## src/rtl/tick_pkg.sv

```systemverilog
package tick_pkg;
  typedef enum logic [1:0] {
    MODE_OFF     = 2'b00,
    MODE_RESTART = 2'b01,
    MODE_ONESHOT = 2'b10,
    MODE_CONT    = 2'b11
  } tick_mode_e;

  // Strobes from control to datapath
  typedef struct packed {
    logic cntLoad;
    logic cntClr;
    logic cntInc;
    logic ctlLoad;
    logic pendSet;
  } tick_strb_t;
endpackage

```

## src/rtl/tick_ctrl.sv

```systemverilog
module tick_ctrl
  import tick_pkg::*;
#(
  parameter int PERIOD_W = 28
) (
  input  logic                clk,
  input  logic                rstN,
  input  logic                tickEn,
  input  logic                wrEn,
  input  logic                wrSel,
  input  logic [1:0]          wrMode,
  input  logic [1:0]          curMode,
  input  logic                curIe,
  input  logic [PERIOD_W-1:0] period,
  input  logic [PERIOD_W-1:0] cntLow,
  output tick_strb_t          strb,
  output logic                matchEv
);
  logic       runQ;
  logic       active;
  logic       cntWr;
  logic       ctlWr;
  tick_mode_e mode;

  assign mode    = tick_mode_e'(curMode);
  assign cntWr   = wrEn && !wrSel;
  assign ctlWr   = wrEn && wrSel;
  assign active  = tickEn && runQ && (mode != MODE_OFF);
  assign matchEv = active && (cntLow == period);

  always_comb begin
    strb.cntLoad = cntWr;
    strb.ctlLoad = ctlWr;
    strb.cntClr  = matchEv && (mode == MODE_RESTART) && !cntWr;
    strb.cntInc  = active && !cntWr &&
                   !(matchEv && (mode != MODE_CONT));
    strb.pendSet = matchEv && curIe && !ctlWr;
  end

  always_ff @(posedge clk) begin
    if (!rstN) begin
      runQ <= 1'b0;
    end else if (ctlWr) begin
      runQ <= (wrMode != 2'b00);
    end else if (cntWr) begin
      runQ <= (mode != MODE_OFF);
    end else if (matchEv && mode == MODE_ONESHOT) begin
      runQ <= 1'b0;
    end
  end
endmodule

```

## src/rtl/tick_dp.sv

```systemverilog
module tick_dp
  import tick_pkg::*;
#(
  parameter int DATA_W = 32
) (
  input  logic              clk,
  input  logic              rstN,
  input  tick_strb_t        strb,
  input  logic [DATA_W-1:0] wrData,
  input  logic              rdSel,
  output logic [DATA_W-1:0] cntQ,
  output logic [DATA_W-1:0] modeQ,
  output logic [DATA_W-1:0] rdData,
  output logic              irqOut
);
  localparam int PERIOD_W = DATA_W - 4;
  localparam int IP_BIT   = PERIOD_W;

  logic [DATA_W-1:0] ctlNext;

  always_comb begin
    ctlNext = modeQ;
    if (strb.ctlLoad) begin
      ctlNext         = wrData;
      ctlNext[IP_BIT] = wrData[IP_BIT] & modeQ[IP_BIT];
    end else if (strb.pendSet) begin
      ctlNext[IP_BIT] = 1'b1;
    end
  end

  always_ff @(posedge clk) begin
    if (!rstN) begin
      cntQ  <= '0;
      modeQ <= '0;
    end else begin
      modeQ <= ctlNext;
      if (strb.cntLoad)     cntQ <= wrData;
      else if (strb.cntClr) cntQ <= '0;
      else if (strb.cntInc) cntQ <= cntQ + 1'b1;
    end
  end

  assign rdData = rdSel ? modeQ : cntQ;
  assign irqOut = modeQ[IP_BIT];
endmodule

```

## src/rtl/tick_timer.sv

```systemverilog
module tick_timer
  import tick_pkg::*;
#(
  parameter int DATA_W = 32
) (
  input  logic              clk,
  input  logic              rstN,
  input  logic              tickEn,
  input  logic              wrEn,
  input  logic              wrSel,
  input  logic [DATA_W-1:0] wrData,
  input  logic              rdSel,
  output logic [DATA_W-1:0] rdData,
  output logic              irqOut
);
  localparam int PERIOD_W = DATA_W - 4;
  localparam int IE_BIT   = PERIOD_W + 1;
  localparam int MODE_LO  = PERIOD_W + 2;

  tick_strb_t        strb;
  logic              matchEv;
  logic [DATA_W-1:0] cntQ;
  logic [DATA_W-1:0] modeQ;

  tick_ctrl #(.PERIOD_W(PERIOD_W)) ctrl_i (
    .clk     (clk),
    .rstN    (rstN),
    .tickEn  (tickEn),
    .wrEn    (wrEn),
    .wrSel   (wrSel),
    .wrMode  (wrData[DATA_W-1:MODE_LO]),
    .curMode (modeQ[DATA_W-1:MODE_LO]),
    .curIe   (modeQ[IE_BIT]),
    .period  (modeQ[PERIOD_W-1:0]),
    .cntLow  (cntQ[PERIOD_W-1:0]),
    .strb    (strb),
    .matchEv (matchEv)
  );

  tick_dp #(.DATA_W(DATA_W)) dp_i (
    .clk    (clk),
    .rstN   (rstN),
    .strb   (strb),
    .wrData (wrData),
    .rdSel  (rdSel),
    .cntQ   (cntQ),
    .modeQ  (modeQ),
    .rdData (rdData),
    .irqOut (irqOut)
  );
endmodule

```

## config.mk

```make
export PLATFORM = sky130hd
export DESIGN_NAME = tick_timer
export DESIGN_NICKNAME = d
export VERILOG_FILES = /design/src/rtl/tick_pkg.sv /design/src/rtl/tick_ctrl.sv /design/src/rtl/tick_dp.sv /design/src/rtl/tick_timer.sv
export SDC_FILE = /design/constraint.sdc
export NUM_CORES = 1
export LEC_CHECK = 0
export CELL_PAD_IN_SITES_DETAIL_PLACEMENT = 0
export CELL_PAD_IN_SITES_GLOBAL_PLACEMENT = 2
export CORE_ASPECT_RATIO = 1.75
export CORE_MARGIN = 2
export CORE_UTILIZATION = 31
export DETAILED_ROUTE_END_ITERATION = 10
export MAX_ROUTING_LAYER = met4
export PLACE_DENSITY = 0.9
export SYNTH_ARGS = -nofsm -noshare
export SYNTH_HDL_FRONTEND = slang
export SYNTH_SLANG_ARGS = --single-unit
```

## constraint.sdc

```tcl
create_clock -name clk -period 2.55 [get_ports clk]
set_input_delay 0.765 -clock clk [delete_from_list [all_inputs] [get_ports clk]]
set_output_delay 0.765 -clock clk [all_outputs]
set_load 0.005 [all_outputs]
```

Word level (Yosys, flattened, before mapping)
Index checks and enable logic that the tools add are counted.

operators by class
  add/sub/neg operators = 1
  equal/unequal tests = 4
  muxes and demuxes = 9
  bitwise logic cells = 1
  reductions and logical operators = 22

operators by type and width
  kind                                                             count
  32-bit two-way mux                                               4
  32-bit by 1-bit adder with 32-bit output, second input constant  1
  28-bit == test                                                   1
  1-bit logical AND                                                13
  2-bit nonzero test                                               3
  3-bit nonzero test                                               2
  1-bit two-way mux                                                5
  1-bit logical NOT                                                4
  2-bit by 1-bit == test with 1-bit output, second input constant  1
  2-bit == test, second input constant                             1
  2-bit != test, second input constant                             1
  1-bit AND                                                        1

word-level totals
  register bits after elaboration = 65
  bits of input ports = 38
  output and inout bits = 33
  logic and storage cells = 41

Longest topological paths before layout
Gate-level depths: netlist (run 1).

  depth after elaboration = 9
  depth in mapped cells = 9
  depth with buffers taken out = 7

By module
Synthesis (run 1) repeated with hierarchy kept, for this count alone.

unflattened totals
  cell total of the unflattened synthesis = 465
  area total of the unflattened synthesis = 4,011.3 µm²

modules (own cells, without submodules)
  module     instances  cells each  area each (µm²)  sequential area each (µm²)
  tick_dp    1          404         3,535.9          1,281.2
  tick_ctrl  1          61          475.5            20.0

Least setup slack after synthesis (run 1)
Ideal clock, no wire load.

  path kind = input to output
  start point = input port rdSel
  end point = output port rdData[0]
  arrival time = 1,722 ps
  data required time = 1,785 ps
  setup slack = 63 ps
  stages = 3
  path buffers = 2
  cells stage by stage = clkbuf_1 buf_1 mux2_2

between the ends
  cells in the longest elaborated chain, start to end = 1

RTL lines
  element             line              RTL
  start, declared     tick_timer.sv:12  input logic rdSel,
  32-bit two-way mux  tick_dp.sv:43     assign rdData = rdSel ? modeQ : cntQ;
  end, declared       tick_timer.sv:13  output logic [DATA_W-1:0] rdData,

No other way between the ends.

Worst setup path after layout (run 1)
  start point = input port rdSel
  end point = output port rdData[14]

The elaborated chain is that of the path after synthesis.

==> metrics.csv, run 1 <==
metric,value,unit
outcome,finished clean,
endpoint_kind,output port,
finalSetupViolations,0,
die_y,156,um
cts_made_buffers,9,
yosysWarnings,0,
first_pass_iters,4,
grt_usage,0.220,
whs,0.476,ns
grt_max_degree,32,
fin_tns_setup,0,ns
drt_iter0_markers,294,
area_delta_synth_final,43.1,%
final-hold-violation-count,0,
synth.cell_area,4080,sq um
cp.required,1.79,ns
worst_setup_path_start_kind,primary input,
io_buffers,70,
wirelength,14900,um
die_x,90.7,um
seq_area,1300,sq um
io_pins,71,
synth_top_flop_cell,dfxtp_1,
dp_cells,784,
detailed_place_hpwl,10800,um
p_per_area,514,nW/um^2
cts_max_level,3,
fin_util,0.453,
fin_ws,0.0540,ns
gp_congestion,0.922,
finalInstanceArea,5830,sq um
placed_cell_area,5390,sq um
route.vias.total,4367,
fin_crit_sh,0.979,
drtAntennaViolNets,0,
cts_tree,done,
antenna_found_initial,0,
power.total,3.00,mW
pre_cts_slack,-0.555,ns
ys_ff_latch,65,
fillCellCount,1320,
arrival,1.73,ns
drc,0,
async_reset_ff_frac,0,
grt_setup_unrepaired,false,
clockBufferDepth,2,
fmax,401,MHz
cts_hold_buf,0,
hp-class,reg -> reg,
grt_pass1_wl,23400,um
clock_sinks,65,
rows,55,
period_needed,2.50,ns
slew_headroom,0.548,
design.core.area,12900,sq um
layout.nets,675,
final_layout_size_suffix_gt1_frac,0.226,
yosysSeqAreaShare,0.319,
drv_slew,0,
max_slew.worst_pin.slew,0.677,ns
max_cap_violations,0,
cts-root-buf,clkbuf_16,
route.detailed.wl_per_inst,18.4,um
clk_latency,0.34,ns
cp_max_fo,7,
clk_pin_slew,0.05,ns
peakVddDrop,0.348,mV
finClkSkew,0.00556,ns
p_leak,2.38,nW
synth.net_count,555,
postSynthCellCount,516,
grt_pass1_vias,4497,
viasPerCell,5.38,
multi_input_area,2580,sq um
avgSynthCellArea,7.90,sq um
antennaDiodeCount,0,
start_util,0.317,
crit_type,in -> out,
dieArea,14100,sq um
synth_cell_types,55,
synth_edf_count,0,
finalNonFillerCells,812,
overflow,0,
-- report_power, final --
part | internal [mW] | switching, mW
combinational | 0.303 | 0.283
sequential | 1.07 | 0.0548
clock | 0.836 | 0.453
-- repair_timing --
action | in CTS | in global routing
setup endpoints to repair | 32 | 20
cloned | 3 | 0
buffers inserted | 8 | 1
gates resized for setup | 42 | 3
endpoints found under the hold margin | 0 | 0
pin swaps | 0 | 1
-- area by class of cell --
cell class | count | share of cell area
Multi-Input combinational cell | 402 | 0.443
Timing Repair Buffer | 152 | 0.241
Sequential cell | 65 | 0.223
Clock buffer | 14 | 0.0470
Tap cell | 171 | 0.0367
Clock inverter | 2 | 0.00601
Inverter | 6 | 0.00386
-- cells in the mapped netlist (6+ instances only) --
cell type / instances / area [sq um]
nand2_1: 93 / 349
dfxtp_1: 65 / 1300
a21oi_1: 52 / 260
xnor2_1: 32 / 280
clkbuf_1: 30 / 113
mux2_2: 30 / 338
nand3_1: 24 / 120
o21ai_0: 20 / 100
nand4_1: 16 / 100
nor2_1: 15 / 56.3
and2_1: 13 / 81.3
a31oi_1: 12 / 75.1
o31ai_1: 10 / 75.1
xor2_1: 10 / 87.6
o221a_2: 9 / 101
and3_1: 8 / 50.1
inv_1: 6 / 22.5
-- metal layers --
metal  vias up  share of wire  global-route usage
li1       2114              -                   -
met1      2056           0.37               0.217
met2       140           0.53               0.398
met3        57          0.035              0.0324
met4         0          0.062               0.143
met5         -              0                   -
-- flip-flops by register name (all words and copies together), names as in the netlist --
| register | cells |
|---|---|
| dp_i.cntQ | 32 |
| dp_i.modeQ | 32 |
| ctrl_i.runQ | 1 |
-- worst paths after layout --
kind / start / end / slack [ns] / cells past startpoint
setup / recovery: rdSel / rdData[14] / 0.05 / 5
hold / removal: dp_i.modeQ[5] / dp_i.modeQ[5] / 0.48 / 2
setup reg to reg: dp_i.cntQ[25] / dp_i.cntQ[17] / 0.13 / 9
hold reg to reg: dp_i.modeQ[5] / dp_i.modeQ[5] / 0.48 / 2
-- kinds of logic (layout without fill, tap and decap cells) --
kind of cell	count (synthesis)	count (layout)	synth area share
muxes	31	31	0.0854
buffers and inverters	49	174	0.0497
AOI/OAI and AO/OA	140	140	0.229
xor gates and xnor gates	42	42	0.0903
DFF	65	65	0.319
adders and majority gates	1	1	0.00307
and+or+nand+nor	188	188	0.223
-- cell usage in the layout, fill, tap and decap left out, drive strengths merged, types with 3 or more instances in the layout --
cell type      instances
a211oi                 3
a21o                   3
a21oi                 53
a2bb2oi                3
a31oi                 12
and2                  13
and3                   8
buf                   83
clkbuf                14
clkdlybuf4s50         39
dfxtp                 65
dlygate4sd2           30
inv                    6
mux2                  30
nand2                 93
nand3                 24
nand4                 16
nor2                  15
nor4                   7
o211ai                 4
o21ai                 20
o221a                  9
o22ai                  3
o31ai                 10
xnor2                 32
xor2                  10
-- critical path: stages --
cell,delay (ns)
buf_12,0.12
buf_16,0.14
buf_4,0.12
mux2_2,0.32
dlygate4sd2_1,0.26
(Power assumes the default switching activity.)
==> run 2: changes to the inputs <==
--- a/config.mk
+++ b/config.mk
@@ -9,10 +9,10 @@
 export CELL_PAD_IN_SITES_GLOBAL_PLACEMENT = 2
 export CORE_ASPECT_RATIO = 1.75
 export CORE_MARGIN = 2
-export CORE_UTILIZATION = 31
+export CORE_UTILIZATION = 33
 export DETAILED_ROUTE_END_ITERATION = 10
 export MAX_ROUTING_LAYER = met4
-export PLACE_DENSITY = 0.9
+export PLACE_DENSITY = 0.95
 export SYNTH_ARGS = -nofsm -noshare
 export SYNTH_HDL_FRONTEND = slang
 export SYNTH_SLANG_ARGS = --single-unit
==> constraint.sdc (replaced) <==
create_clock -name clk -period 3.15 [get_ports clk]
set_input_delay 0.945 -clock clk [delete_from_list [all_inputs] [get_ports clk]]
set_output_delay 0.945 -clock clk [all_outputs]
set_load 0.005 [all_outputs]
==> run 2 against run 1 <==
  * Register-to-register slack improved by 0.41 ns
  * Global-route usage is 0.38 points higher
  * Non-clock buffer count shrank 52
  * Critical endpoint is now rdData[7]
  * Sequential share of layout area is 1.4 points higher
  * Cell area down 5.8%
  * Hold slack better by 0.0023 ns
  * Via count shrank 4.6%
  * Flip-flop and latch count is the same
  * Sequential power decreased by 18%
  * Clock skew grew 0.0017 ns
  * Critical path type unchanged
  * Die area decreased by 5.9%
  * Highest routed layer unchanged
==> metrics.csv, run 2 (synthesized netlist as in run 1, its figures left out) <==
metric,value,unit
outcome,finished clean,
clk_pin_slew,0.05,ns
grt_pass1_wl,21800,um
cp_slowest_cell,clkdlybuf4s50_1,
final-hold-violation-count,0,
route.vias.total,4167,
design.core.area,12000,sq um
io_buffers,70,
crit_family,buffers and inverters,
cp_num_cells,4,
cts_hold_buf,0,
finClkSkew,0.00724,ns
die_x,88.0,um
layout.nets,623,
detailed_place_hpwl,9790,um
final_common_cell,nand2_1,
top_regs,"dp_i.cntQ (32), dp_i.modeQ (32), ctrl_i.runQ (1)",
layout_common_cells,"nand2_1 (93), clkdlybuf4s50_1 (69), dfxtp_1 (65)",
finalSetupViolations,0,
fin_util,0.457,
worst_setup_path_start_kind,primary input,
max_slew.worst_pin.slew,0.757,ns
crit_buf_inv,3,
power.total,2.57,mW
gp_congestion,0.924,
path_cells,"buf_4, buf_16, mux2_2, clkdlybuf4s50_1",
grt_setup_unrepaired,false,
hp-class,reg -> reg,
cts-root-buf,clkbuf_16,
drt_iter0_markers,256,
die_y,151,um
drc,0,
antenna_found_initial,0,
period_needed,3.05,ns
cts_tree,done,
drtAntennaViolNets,0,
arrival,2.11,ns
p_leak,2.00,nW
area_delta_synth_final,34.7,%
dp_cells,736,
overflow,0,
grt_pass1_vias,4138,
peakVddDrop,0.274,mV
clockBufferDepth,2,
io_pins,71,
dieArea,13300,sq um
wirelength,13900,um
cts_made_buffers,9,
grt_usage,0.224,
crit_type,in -> out,
antennaDiodeCount,0,
drv_slew,0,
cp_max_fo,17,
r2r_cells,7,
clk_latency,0.34,ns
max_cap_violations,0,
grt_max_degree,43,
fmax,328,MHz
start_util,0.340,
cts_max_level,3,
min_path_cells,2,
first_pass_iters,5,
fin_crit_sh,0.969,
fin_tns_setup,0,ns
route.detailed.wl_per_inst,18.4,um
rows,53,
p_per_area,467,nW/um^2
clock_sinks,65,
slew_headroom,0.491,
finalNonFillerCells,754,
final_layout_size_suffix_gt1_frac,0.156,
cp.required,2.20,ns
endpoint_kind,output port,
viasPerCell,5.53,
max_stage_delay,0.45,ns
==> run 2: worst paths after layout <==
path,endpoint,slack [ns],start
worst max-delay path,rdData[7],0.1,rdSel
worst min-delay path,dp_i.modeQ[15],0.48,dp_i.modeQ[15]
worst max register to register,dp_i.cntQ[15],0.54,dp_i.cntQ[19]
worst min register to register,dp_i.modeQ[15],0.48,dp_i.modeQ[15]
==> run 2: metal layers <==
layer  part of all wire  track usage
met1               0.38        0.244
met2               0.54        0.388
met3              0.047       0.0294
met4              0.033        0.117
met5                  0            -
==> run 2: worst reg2reg max path: stages, from the launching register on <==
cell and delay [ns]:
dfxtp_1 0.38, xnor2_1 0.41, nand4_1 0.30, a2111oi_4 0.50
a21o_1 0.37, buf_4 0.20, a21oi_1 0.07, o221a_2 0.27
==> run 2: cell type report <==
cell class | count | area (sq um)
Multi-Input combinational cell | 402 | 2570
Timing Repair Buffer | 100 | 1030
Tap cell | 165 | 206
Clock inverter | 5 | 128
Clock buffer | 11 | 233
Sequential cell | 65 | 1300
Fill cell | 1221 | 6510
Inverter | 6 | 22.5
==> run 2: per-stage QoR <==
stage          worst slack [ns]  area (sq um)  hold slack, ns
3_5_place_dp             -0.316          5080           0.471
6_report                 0.0991          5490           0.478
5_1_grt                  0.0629          5490           0.501
3_3_place_gp             -0.314          5080           0.468
4_1_cts                  0.0125          5500           0.480
2_1_floorplan             0.303          4080           0.451
==> run 2: power by group <==
part,leakage (nW),internal [mW],switching [mW],total [mW]
Combinational,1.30,0.217,0.205,0.422
Clock,0.170,0.854,0.373,1.23
Sequential,0.532,0.863,0.0548,0.917
Total,2.00,1.93,0.633,2.57
==> run 2: timing repair <==
action                                  CTS  global route
buffers inserted                          0             0
endpoints found under the setup margin   32             2
gates resized for setup                   7             1
cloned                                    2             0
